### src/rtl/cdm_pkg.sv
package cdm_pkg;
  typedef enum logic {
    ACC_RD = 1'b0,
    ACC_WR = 1'b1
  } acc_kind_e;
endpackage

### src/rtl/cdm_seq.sv
// Access sequencer: input-clock phase, half-cycle counter, request handshake.
module cdm_seq
  import cdm_pkg::*;
#(
  parameter int LEN_W  = 3,
  parameter int DATA_W = 8
) (
  input  logic              clk,
  input  logic              rst,
  input  logic [LEN_W-1:0]  cfg_len,
  input  logic              req_valid,
  input  logic              req_wr,
  input  logic [DATA_W-1:0] req_wdata,
  output logic              req_ready,
  output logic              done,
  output acc_kind_e         cur_kind,
  output logic              nxt_active,
  output acc_kind_e         nxt_kind,
  output logic              nxt_mid,
  output logic [DATA_W-1:0] nxt_data
);
  localparam int CNT_W = LEN_W + 1;

  logic              phase_q;
  logic              active_q;
  logic [CNT_W-1:0]  hcnt_q;
  logic [LEN_W-1:0]  len_q;
  acc_kind_e         kind_q;
  logic [DATA_W-1:0] data_q;

  logic              last;
  logic              accept;
  logic [CNT_W-1:0]  hcnt_d;
  logic              active_d;
  logic [LEN_W-1:0]  len_d;
  acc_kind_e         kind_d;
  logic [DATA_W-1:0] data_d;

  // final half-cycle index is 2*(len+1)-1 = {len,1}
  assign last      = active_q && (hcnt_q == {len_q, 1'b1});
  assign req_ready = phase_q && (!active_q || last);
  assign accept    = req_valid && req_ready;
  assign done      = last;
  assign cur_kind  = kind_q;

  always_comb begin
    active_d = active_q;
    hcnt_d   = hcnt_q;
    len_d    = len_q;
    kind_d   = kind_q;
    data_d   = data_q;
    if (accept) begin
      active_d = 1'b1;
      hcnt_d   = '0;
      len_d    = cfg_len;
      kind_d   = req_wr ? ACC_WR : ACC_RD;
      data_d   = req_wdata;
    end else if (last) begin
      active_d = 1'b0;
      hcnt_d   = '0;
    end else if (active_q) begin
      hcnt_d   = hcnt_q + 1'b1;
    end
  end

  assign nxt_active = active_d;
  assign nxt_kind   = kind_d;
  assign nxt_mid    = active_d && (hcnt_d != '0);
  assign nxt_data   = data_d;

  always_ff @(posedge clk) begin
    if (rst) begin
      phase_q  <= 1'b0;
      active_q <= 1'b0;
      hcnt_q   <= '0;
      len_q    <= '0;
      kind_q   <= ACC_RD;
      data_q   <= '0;
    end else begin
      phase_q  <= ~phase_q;
      active_q <= active_d;
      hcnt_q   <= hcnt_d;
      len_q    <= len_d;
      kind_q   <= kind_d;
      data_q   <= data_d;
    end
  end
endmodule

### src/rtl/cdm_strobe.sv
// Registered active-low strobes and write-data drive.
module cdm_strobe
  import cdm_pkg::*;
#(
  parameter int DATA_W = 8
) (
  input  logic              clk,
  input  logic              rst,
  input  logic              nxt_active,
  input  acc_kind_e         nxt_kind,
  input  logic              nxt_mid,
  input  logic [DATA_W-1:0] nxt_data,
  output logic              cs_n,
  output logic              oe_n,
  output logic              we_n,
  output logic [DATA_W-1:0] wdata,
  output logic              wdata_oe
);
  always_ff @(posedge clk) begin
    if (rst) begin
      cs_n     <= 1'b1;
      oe_n     <= 1'b1;
      we_n     <= 1'b1;
      wdata    <= '0;
      wdata_oe <= 1'b0;
    end else begin
      cs_n     <= !nxt_active;
      oe_n     <= !(nxt_mid && (nxt_kind == ACC_RD));
      we_n     <= !(nxt_mid && (nxt_kind == ACC_WR));
      wdata    <= nxt_data;
      wdata_oe <= nxt_active && (nxt_kind == ACC_WR);
    end
  end
endmodule

### src/rtl/cdm_addr.sv
// Address counter and read-data capture.
module cdm_addr
  import cdm_pkg::*;
#(
  parameter int ADDR_W = 16,
  parameter int DATA_W = 8
) (
  input  logic              clk,
  input  logic              rst,
  input  logic              addr_clr,
  input  logic              done,
  input  acc_kind_e         cur_kind,
  input  logic [DATA_W-1:0] mem_rdata,
  output logic [ADDR_W-1:0] addr,
  output logic [DATA_W-1:0] rd_data,
  output logic              rd_valid
);
  always_ff @(posedge clk) begin
    if (rst) begin
      addr     <= '0;
      rd_data  <= '0;
      rd_valid <= 1'b0;
    end else begin
      if (addr_clr)  addr <= '0;
      else if (done) addr <= addr + 1'b1;
      rd_valid <= done && (cur_kind == ACC_RD);
      if (done && (cur_kind == ACC_RD)) rd_data <= mem_rdata;
    end
  end
endmodule

### src/rtl/cdm_bus_ctrl.sv
module cdm_bus_ctrl
  import cdm_pkg::*;
#(
  parameter int ADDR_W = 16,
  parameter int DATA_W = 8,
  parameter int LEN_W  = 3
) (
  input  logic              clk2x,
  input  logic              rst,
  input  logic [LEN_W-1:0]  cfg_len,
  input  logic              addr_clr,
  input  logic              req_valid,
  output logic              req_ready,
  input  logic              req_wr,
  input  logic [DATA_W-1:0] req_wdata,
  output logic [DATA_W-1:0] rd_data,
  output logic              rd_valid,
  output logic [ADDR_W-1:0] mem_addr,
  output logic [DATA_W-1:0] mem_wdata,
  output logic              mem_wdata_oe,
  input  logic [DATA_W-1:0] mem_rdata,
  output logic              mem_cs_n,
  output logic              mem_oe_n,
  output logic              mem_we_n
);
  logic              done;
  acc_kind_e         cur_kind;
  logic              nxt_active;
  acc_kind_e         nxt_kind;
  logic              nxt_mid;
  logic [DATA_W-1:0] nxt_data;

  cdm_seq #(.LEN_W(LEN_W), .DATA_W(DATA_W)) u_seq (
    .clk(clk2x), .rst(rst), .cfg_len(cfg_len),
    .req_valid(req_valid), .req_wr(req_wr), .req_wdata(req_wdata),
    .req_ready(req_ready), .done(done), .cur_kind(cur_kind),
    .nxt_active(nxt_active), .nxt_kind(nxt_kind),
    .nxt_mid(nxt_mid), .nxt_data(nxt_data)
  );

  cdm_strobe #(.DATA_W(DATA_W)) u_stb (
    .clk(clk2x), .rst(rst),
    .nxt_active(nxt_active), .nxt_kind(nxt_kind),
    .nxt_mid(nxt_mid), .nxt_data(nxt_data),
    .cs_n(mem_cs_n), .oe_n(mem_oe_n), .we_n(mem_we_n),
    .wdata(mem_wdata), .wdata_oe(mem_wdata_oe)
  );

  cdm_addr #(.ADDR_W(ADDR_W), .DATA_W(DATA_W)) u_addr (
    .clk(clk2x), .rst(rst), .addr_clr(addr_clr), .done(done),
    .cur_kind(cur_kind), .mem_rdata(mem_rdata),
    .addr(mem_addr), .rd_data(rd_data), .rd_valid(rd_valid)
  );
endmodule

### config.mk
export PLATFORM = sky130hd
export DESIGN_NAME = cdm_bus_ctrl
export DESIGN_NICKNAME = d
export VERILOG_FILES = /design/src/rtl/cdm_pkg.sv /design/src/rtl/cdm_seq.sv /design/src/rtl/cdm_strobe.sv /design/src/rtl/cdm_addr.sv /design/src/rtl/cdm_bus_ctrl.sv
export SDC_FILE = /design/constraint.sdc
export NUM_CORES = 1
export LEC_CHECK = 0
export BUFFER_PORTS_ARGS = -buffer_cell sky130_fd_sc_hd__clkbuf_2
export CORE_MARGIN = 2
export CORE_UTILIZATION = 50
export DETAILED_ROUTE_END_ITERATION = 10
export PLACE_DENSITY = 0.78
export SLEW_MARGIN = 20
export SYNTH_ARGS = -nofsm -noshare
export SYNTH_HDL_FRONTEND = slang
export SYNTH_SLANG_ARGS = --single-unit
### constraint.sdc
create_clock -name clk2x -period 2.1 [get_ports clk2x]
set_input_delay 0.315 -clock clk2x [delete_from_list [all_inputs] [get_ports clk2x]]
set_output_delay 0.315 -clock clk2x [all_outputs]
set_load 0.01 [all_outputs]
==> metrics, run 1 <==
result of the run=completed; grt met1 use=27.1%; Routed wire per std cell=13.2 µm; arithmetic-cell share of the synthesized area counting full adders, half adders and majority gates=1.22%; terminus of the critical flop-to-flop path=u_addr.addr[11]; Gate Count Post-Synth=231; proportion of netlist area held by the largest area contributor=45.9%; post-layout utilization of the core=62.5%; Most Used Layer, Global Route=met2; number of antenna violations at the first check in global routing=0; critical path launch point type=flop; cts hold-fix bufs=0; CTS Buf Count=5; worst hold path class=in2reg; measured slew at the worst slew-check pin=577 ps; count of flip-flops with a built-in enable after synthesis=0; residual DRC count=0; dominant combinational cell family by area after synthesis=simple AND/OR/NAND/NOR gates; Syn. warnings=0; compound-gate portion of the synthesized area=16.6%; Sw Pwr=376 µW; met2 Track Usage GR=31.9%; global-route wire length before repair=7.15 mm; core region area=3970 µm²; final worst path period need=1920 ps; synthesis-to-finish area growth=21.3%; initial core utilization=51.6%; final weighted congestion in routability-driven placement=0.865; signal arrival time at the worst endpoint=2150 ps; sum of negative setup slack=0 ps; mapped cell area=2050 µm²; unrepaired setup endpoints after global routing=false; leakage power total=0.000970 µW; Worst-Skew Late Latency=300 ps; vias per std cell=5.41; most common library cells after synthesis=47 x sky130_fd_sc_hd__dfxtp_1, 28 x sky130_fd_sc_hd__a21oi_1, 24 x sky130_fd_sc_hd__nand2_1, 18 x sky130_fd_sc_hd__o21ai_0, 14 x sky130_fd_sc_hd__nor2_1; dpl cell area=2400 µm²; peak clock frequency supported by timing=521 MHz; list of cells traversed by the critical path=xor2_2 > or4_4 > or4_1 > a21oi_1; worst supply voltage drop on vdd=0.440 mV; CP max FO=14; setup bufs post-CTS=0; xor/xnor cell area share of the yosys netlist=5.01%; Crit Reg-Reg Startpoint=u_seq.hcnt_q[2]; setup clock skew after layout=5.66 ps; Distinct cells, synth=36; antenna-violating nets left=0; CTS resizes=0; reg-to-reg setup timing slack=180 ps; cell with the largest stage delay on the worst path=sky130_fd_sc_hd__or4_4; combinational power share=8.5%; final period utilization=91.4%; Synthesized Nets=257; multiplexer share of the synthesized area=4.40%; input/output buffers=61; Cell Pwr Density=645 nW/µm²; DRT Pass-1 Iters=4; async set-reset flop share out of synthesis=0%; overall die height=68.0 µm; part of the total power dissipated in sequential elements=57.7%; final cell area excluding filler cells=2480 µm²; wire length reported by the detailed router=4.48 mm; DR vias=1,839; IO Pins=62; met3 track demand over resource=5.92%; iteration-0 DRC count of the detailed router=95; switch share=23.5%; Yosys reg bits=47; worst-case clock buffer depth=2; max-cap check violation count=0; sequential element share of the synthesized area=45.9%; overall track demand over capacity in global routing=20.7%; simple-gate area share of the yosys netlist=21.3%; count of final max-slew check failures=0; category of the critical setup timing path=reg2reg; share of cells above drive strength 1=30.0%; Worst EP required=2330 ps; Clock transition at path regs=80 ps; largest net degree at the start of global routing=20; internal portion of total power=1230 µW; Synth Flop Type=sky130_fd_sc_hd__dfxtp_1; Synth area leaders=sky130_fd_sc_hd__dfxtp_1 46%, sky130_fd_sc_hd__a21oi_1 6.8%, sky130_fd_sc_hd__mux2i_1 4.4%, sky130_fd_sc_hd__o21ai_0 4.4%, sky130_fd_sc_hd__nand2_1 4.4%; TritonCTS clock tree=yes; number of global-route vias before repair=1,582; proportion of power drawn by the clock network=33.8%; Crit. End Element=flop; final hold violation count=0; count of clock tree sinks=47; number of diodes added for antenna fixing=0; Relative slew margins=60.6%; mean area per synthesized cell=8.87 µm²; # rows=23; crit path from=u_seq.hcnt_q[2]; logic depth of the worst register-to-register path=4; HPWL after DPL=3.23 mm; Total Power=1600 µW; delay of the slowest critical-path stage=620 ps; H-tree depth reported by CTS=2; Net count, final=316; total congestion overflow=0; post-synthesis cell type with the largest combined area=sky130_fd_sc_hd__dfxtp_1; die boundary width=68.0 µm; Clk Tree Root Cell=sky130_fd_sc_hd__clkbuf_8; most frequent cell after synthesis=sky130_fd_sc_hd__dfxtp_1; setup violators final=0; area of the die=4620 µm²; crit path to=u_addr.addr[11]
[routing by layer]
layer  vias to the layer above  share of wire [%]
li1                        940                  -
met1                       836                 47
met2                        54                 46
met3                         9                5.8
met4                         0                1.4
met5                         -                  0
[critical path, delay by kind of cell (launching register included)]
| family | cells | cell delay, ps |
|---|---|---|
| xor gates and xnor gates | 1 | 170 |
| AOI/OAI and AO/OA | 1 | 150 |
| DFF | 1 | 490 |
| and+or+nand+nor | 2 | 1050 |
[layout make-up]
type                    instances  area, µm²
fillers                       358       1490
multi-input cells             162       1010
flip-flops and latches         47        941
repair buffers                 69        365
clock buffers                   6       82.6
well taps                      50       62.6
inverters                       5       18.8
clock inverters                 1       5.00
[cell usage in the layout (no fill, tap or decap), types with 2 or more instances in the layout]
cell / n
sky130_fd_sc_hd__or4_1: 8
sky130_fd_sc_hd__o21ai_0: 18
sky130_fd_sc_hd__inv_1: 5
sky130_fd_sc_hd__xor2_2: 2
sky130_fd_sc_hd__xnor2_1: 5
sky130_fd_sc_hd__mux2i_1: 9
sky130_fd_sc_hd__nand3_1: 6
sky130_fd_sc_hd__nor2_1: 14
sky130_fd_sc_hd__nor2b_1: 2
sky130_fd_sc_hd__or2_2: 2
sky130_fd_sc_hd__o31ai_1: 8
sky130_fd_sc_hd__nand3b_1: 2
sky130_fd_sc_hd__clkbuf_2: 61
sky130_fd_sc_hd__or3_1: 6
sky130_fd_sc_hd__clkbuf_8: 6
sky130_fd_sc_hd__xor2_1: 3
sky130_fd_sc_hd__or4_4: 3
sky130_fd_sc_hd__buf_4: 8
sky130_fd_sc_hd__a21oi_1: 28
sky130_fd_sc_hd__ha_1: 2
sky130_fd_sc_hd__dfxtp_1: 47
sky130_fd_sc_hd__nor4_1: 3
sky130_fd_sc_hd__nand2_1: 24
sky130_fd_sc_hd__nand2b_1: 3
sky130_fd_sc_hd__nand4_1: 4
[worst min path at each step]
stage                     depth (start not counted)      startpoint              to
after CTS                                         3      cfg_len[2]  u_seq.len_q[2]
after floorplan                                   1  u_seq.cur_kind      u_stb.we_n
after global routing                              3    req_wdata[3]  u_stb.wdata[3]
after global placement                            1  u_seq.cur_kind      u_stb.we_n
final                                             3      cfg_len[2]  u_seq.len_q[2]
after detailed placement                          1  u_seq.cur_kind      u_stb.we_n
[power groups by stage]
stage	clock, µW	sequential (µW)	combinational [µW]
global placement	0	945	135
floorplan	0	948	72.8
finish	541	925	136
detailed placement	0	946	137
global route	594	928	153
CTS	561	925	137
[flip-flops by register name, indices dropped and copies added (netlist names)]
| signal | flops |
|---|---|
| u_seq.len_q | 3 |
| u_stb.wdata_oe | 1 |
| u_addr.addr | 16 |
| u_stb.wdata | 8 |
| u_seq.hcnt_q | 4 |
| u_addr.rd_data | 8 |
| u_seq.active_q | 1 |
| u_stb.cs_n | 1 |
| u_seq.phase_q | 1 |
| u_stb.oe_n | 1 |
| u_addr.rd_valid | 1 |
| u_seq.cur_kind | 1 |
| u_stb.we_n | 1 |
[metrics by stage]
stage                     hold slack, ps  worst slack [ps]  instances
final                                229               181        340
after global routing                 235              58.1        340
after CTS                            221               181        340
after detailed placement             415               207        333
after global placement               407               256        333
after floorplan                      384               295        231
[cells by family (layout without fill, tap and decap cells)]
logic type | after synthesis | count (layout)
and+or+nand+nor | 81 | 81
AOI/OAI and AO/OA | 60 | 60
DFF | 47 | 47
xor gates and xnor gates | 10 | 10
muxes | 9 | 9
adders and majority gates | 2 | 2
buffers and inverters | 22 | 81
(Power assumes the default switching activity.)
==> inputs of run 2 (changes only) <==
--- a/config.mk
+++ b/config.mk
@@ -6,6 +6,7 @@
 export NUM_CORES = 1
 export LEC_CHECK = 0
 export BUFFER_PORTS_ARGS = -buffer_cell sky130_fd_sc_hd__clkbuf_2
+export CORE_ASPECT_RATIO = 2
 export CORE_MARGIN = 2
 export CORE_UTILIZATION = 50
 export DETAILED_ROUTE_END_ITERATION = 10
==> run 2 against run 1 <==
  * Final cell count rose by 0.59%
  * Register-to-register slack barely moved
  * Routed wire length fell by 3.9%
  * Highest routed layer unchanged
  * Sequential power barely moved
  * Power fell by 0.40%
  * Global-route usage fell by 1.4 points
  * Clock-buffer cell count did not move
==> metrics, run 2 (synthesized netlist as in run 1, its figures left out) <==
result of the run=completed; Clk Tree Root Cell=sky130_fd_sc_hd__clkbuf_8; largest net degree at the start of global routing=31; iteration-0 DRC count of the detailed router=17; initial core utilization=51.1%; dpl cell area=2400 µm²; Net count, final=316; most used cells in the layout excluding fill and tap cells=61 x sky130_fd_sc_hd__clkbuf_2, 47 x sky130_fd_sc_hd__dfxtp_1, 28 x sky130_fd_sc_hd__a21oi_1; global-route wire length before repair=7.09 mm; peak clock frequency supported by timing=522 MHz; flip-flop count of the largest register after layout=16; final period utilization=91.2%; critical path launch point type=flop; setup violators final=0; Clock transition at path regs=80 ps; count of final max-slew check failures=0; Relative slew margins=60.8%; core region area=4010 µm²; overall die height=94.5 µm; DRT Pass-1 Iters=6; leakage power total=0.000970 µW; number of antenna violations at the first check in global routing=0; count of clock tree sinks=47; final setup slack of the worst path=186 ps; residual DRC count=0; HPWL after DPL=3.14 mm; Worst EP required=2330 ps; register bank with the most flops=u_addr.addr; final cell area excluding filler cells=2490 µm²; category of the critical setup timing path=reg2reg; CTS Buf Count=5; final worst path period need=1910 ps; Crit. End Element=flop; number of diodes added for antenna fixing=0; TritonCTS clock tree=yes; Post-Place Cells=335; H-tree depth reported by CTS=2; wire length reported by the detailed router=4.31 mm; synthesis-to-finish area growth=21.4%; Routed wire per std cell=12.6 µm; # rows=33; input/output buffers=61; total congestion overflow=0; final weighted congestion in routability-driven placement=0.839; Worst-Skew Late Latency=290 ps; cts hold-fix bufs=0; leading cell type in the layout, fill and taps excluded=sky130_fd_sc_hd__clkbuf_2; largest registers=u_addr.addr x16, u_addr.rd_data x8, u_stb.wdata x8; Cell Pwr Density=642 nW/µm²; worst hold path class=in2reg; die boundary width=49.3 µm; measured slew at the worst slew-check pin=573 ps; worst-case clock buffer depth=2; worst setup slack after placement=204 ps; share of cells above drive strength 1=30.0%; setup bufs post-CTS=0; CP max FO=14; setup clock skew after layout=3.92 ps; final hold violation count=0; overall track demand over capacity in global routing=19.2%; worst supply voltage drop on vdd=0.608 mV; number of global-route vias before repair=1,671; area of the die=4660 µm²; CTS resizes=0; DR vias=1,865; vias per std cell=5.45; final std cells w/o fill=342; sum of negative setup slack=0 ps; unrepaired setup endpoints after global routing=false; max-cap check violation count=0; signal arrival time at the worst endpoint=2140 ps; antenna-violating nets left=0; IO Pins=62
## run 2: cell counts in the layout (fill, tap and decap cells not counted)
No cell type changed its count.
## run 2: layout make-up
| cell class | instances | area [µm²] |
|---|---|---|
| clock inverter | 1 | 5.00 |
| inverter | 5 | 18.8 |
| multi-input combinational | 162 | 1010 |
| timing repair buffer | 69 | 365 |
| sequential | 47 | 941 |
| fill | 377 | 1520 |
| tap | 52 | 65.1 |
| clock buffer | 6 | 82.6 |
## run 2: power by group
group          total (µW)  switching, µW  internal (µW)
clock network         536            278            258
logic                 133           74.6           58.5
registers             927           16.7            910
total                1600            369           1230
## run 2: final timing paths
check | start | endpoint | slack [ps] | cells past startpoint
setup reg to reg | u_seq.hcnt_q[2] | u_addr.addr[11] | 190 | 4
hold reg to reg | u_seq.cur_kind | u_stb.we_n | 430 | 1
hold / removal | req_wdata[5] | u_stb.wdata[5] | 230 | 3
setup / recovery | u_seq.hcnt_q[2] | u_addr.addr[11] | 190 | 4
## run 2: per-stage QoR
stage                     power [µW]  utilization, %  hold slack [ps]
after floorplan                 1020               -              384
after global placement          1080            59.9              406
after CTS                       1620            62.1              223
after global routing            1670            62.1              241
final                           1600            62.1              233
after detailed placement        1080            59.9              417
## run 2: critical path, stage by stage (launching register included)
cell                      delay, ps
sky130_fd_sc_hd__dfxtp_1        490
sky130_fd_sc_hd__xor2_2         170
sky130_fd_sc_hd__or4_4          620
sky130_fd_sc_hd__or4_1          420
sky130_fd_sc_hd__a21oi_1        150
## run 2: layer usage
layer	part of all wire (%)	global-route usage (%)
met1	42	20.4
met2	49	33.7
met3	5.9	4.75
met4	3.3	11.7
met5	0	0
==> inputs of run 3 (changes only) <==
--- a/config.mk
+++ b/config.mk
@@ -7,7 +7,7 @@
 export LEC_CHECK = 0
 export BUFFER_PORTS_ARGS = -buffer_cell sky130_fd_sc_hd__clkbuf_2
 export CORE_ASPECT_RATIO = 2
-export CORE_MARGIN = 2
+export CORE_MARGIN = 3
 export CORE_UTILIZATION = 50
 export DETAILED_ROUTE_END_ITERATION = 10
 export PLACE_DENSITY = 0.78
==> constraint.sdc (replaced) <==
create_clock -name clk2x -period 2.1 [get_ports clk2x]
set_input_delay 0.315 -clock clk2x [delete_from_list [all_inputs] [get_ports clk2x]]
set_output_delay 0.315 -clock clk2x [all_outputs]
set_load 0.005 [all_outputs]
==> run 3 against run 2 <==
  * Utilization up 2.3 points
  * Global-route usage is 0.42 points higher
  * Power up 2.6%
  * Clock power increased by 8.6%
  * Final cell count is the same
  * Design area rose by 0.60%
  * First-iteration DRC count grew to 3.1 times the previous value
  * Routed wire length grew 5.5%
  * Combinational power shrank 4%
  * Worst hold slack better by 1.2 ps
  * Fmax down 0.87%
  * Clock-buffer cell count rose by 1
  * Largest cell class unchanged
  * Highest routed layer unchanged
==> metrics, run 3 (synthesized netlist as in run 1, its figures left out) <==
signal arrival time at the worst endpoint=2150 ps; worst setup slack after placement=175 ps; vias per std cell=5.39; residual DRC count=0; CTS resizes=0; initial core utilization=52.7%; sum of negative setup slack=0 ps; final setup slack of the worst path=169 ps; overall track demand over capacity in global routing=19.7%; Clock transition at path regs=80 ps; count of clock tree sinks=47; input/output buffers=61; final period utilization=92.0%; Relative slew margins=66.8%; DR vias=1,843; result of the run=completed; Cell Pwr Density=655 nW/µm²; final hold violation count=0; reg-to-reg setup timing slack=170 ps; CP max FO=13; crit path from=u_seq.hcnt_q[2]; unrepaired setup endpoints after global routing=false; number of diodes added for antenna fixing=0; share of cells above drive strength 1=30.2%; delay of the slowest critical-path stage=620 ps; final worst path period need=1930 ps; count of final max-slew check failures=0; sink of the worst hold path=u_stb.wdata[0]; start point of the worst min-delay path=req_wdata[0]; synthesis-to-finish area growth=22.1%; setup clock skew after layout=5.66 ps; highest metal layer with signal wires=met4; Worst-Skew Late Latency=290 ps; list of cells traversed by the critical path=xor2_2 > or4_4 > or4_1 > a21oi_1; overall die height=96.5 µm; met2 WL=2.41 mm; total congestion overflow=0; final cell area excluding filler cells=2500 µm²; final std cells w/o fill=342; iteration-0 DRC count of the detailed router=52; critical path launch point type=flop; register bank with the most flops=u_addr.addr; antenna-violating nets left=0; category of the critical setup timing path=reg2reg; largest net degree at the start of global routing=31; number of global-route vias before repair=1,751; dpl cell area=2400 µm²; measured slew at the worst slew-check pin=497 ps; Clk Tree Root Cell=sky130_fd_sc_hd__clkbuf_8; total met3 wirelength after detailed routing=240 µm; most used cells in the layout excluding fill and tap cells=61 x sky130_fd_sc_hd__clkbuf_2, 47 x sky130_fd_sc_hd__dfxtp_1, 28 x sky130_fd_sc_hd__a21oi_1; peak clock frequency supported by timing=518 MHz; Worst EP required=2320 ps; # rows=32; setup violators final=0; cts hold-fix bufs=0; area of the die=4950 µm²; H-tree depth reported by CTS=2; leading cell type in the layout, fill and taps excluded=sky130_fd_sc_hd__clkbuf_2; TritonCTS clock tree=yes; terminus of the critical flop-to-flop path=u_addr.addr[10]; final weighted congestion in routability-driven placement=0.750; largest registers=u_addr.addr x16, u_addr.rd_data x8, u_stb.wdata x8; worst supply voltage drop on vdd=0.569 mV; setup bufs post-CTS=0; Crit. End Element=flop; max-cap check violation count=0; worst hold path class=in2reg; Routed wire per std cell=13.3 µm; Crit Reg-Reg Startpoint=u_seq.hcnt_q[2]; worst-case clock buffer depth=2; logic depth of the worst register-to-register path=4; number of antenna violations at the first check in global routing=0; cell with the largest stage delay on the worst path=sky130_fd_sc_hd__or4_4; HPWL after DPL=3.43 mm; CTS Buf Count=5; Post-Place Cells=334; DRT Pass-1 Iters=4; leakage power total=0.000974 µW; core region area=3880 µm²; number of cells on the worst hold path=3; global-route wire length before repair=7.68 mm; Met1 Wirelength=1.79 mm; IO Pins=62; flip-flop count of the largest register after layout=16; Net count, final=316; die boundary width=51.3 µm; wire length reported by the detailed router=4.55 mm
-- run 3: worst max-delay path by stage --
stage	to	slack, ps	depth (start not counted)
floorplan	u_addr.addr[3]	330	6
global placement	u_addr.addr[15]	250	4
detailed placement	u_addr.addr[10]	180	4
CTS	u_addr.addr[10]	160	4
global route	u_addr.addr[15]	50	4
finish	u_addr.addr[10]	170	4
-- run 3: worst max-delay path: cells and delay by family, from the launching register on --
family          cells  cell delay (ps)
simple gates        2             1060
flops               1              480
xor+xnor            1              180
compound gates      1              150
-- run 3: per-stage QoR --
stage / hold slack [ps] / utilization [%] / power, µW
CTS: 223 / 64.4 / 1660
finish: 234 / 64.4 / 1640
global route: 231 / 64.4 / 1700
detailed placement: 409 / 61.7 / 1080
floorplan: 384 / - / 1020
global placement: 400 / 61.7 / 1070
-- run 3: layer usage --
layer	up-vias	track usage (%)
li1	939	-
met1	842	22.5
met2	53	35.7
met3	9	3.07
met4	0	7.88
met5	-	0
-- run 3: power breakdown --
part           internal, µW  total (µW)  switching, µW
combinational          57.6         128           70.4
clock                   299         582            283
sequential              910         927           16.8
-- run 3: layout make-up --
cell class	count	area, µm²
Tap cell	51	63.8
Sequential cell	47	941
Clock buffer	7	96.3
Inverter	5	18.8
Fill cell	358	1380
Timing Repair Buffer	69	365
Multi-Input combinational cell	162	1010
Clock inverter	1	7.51
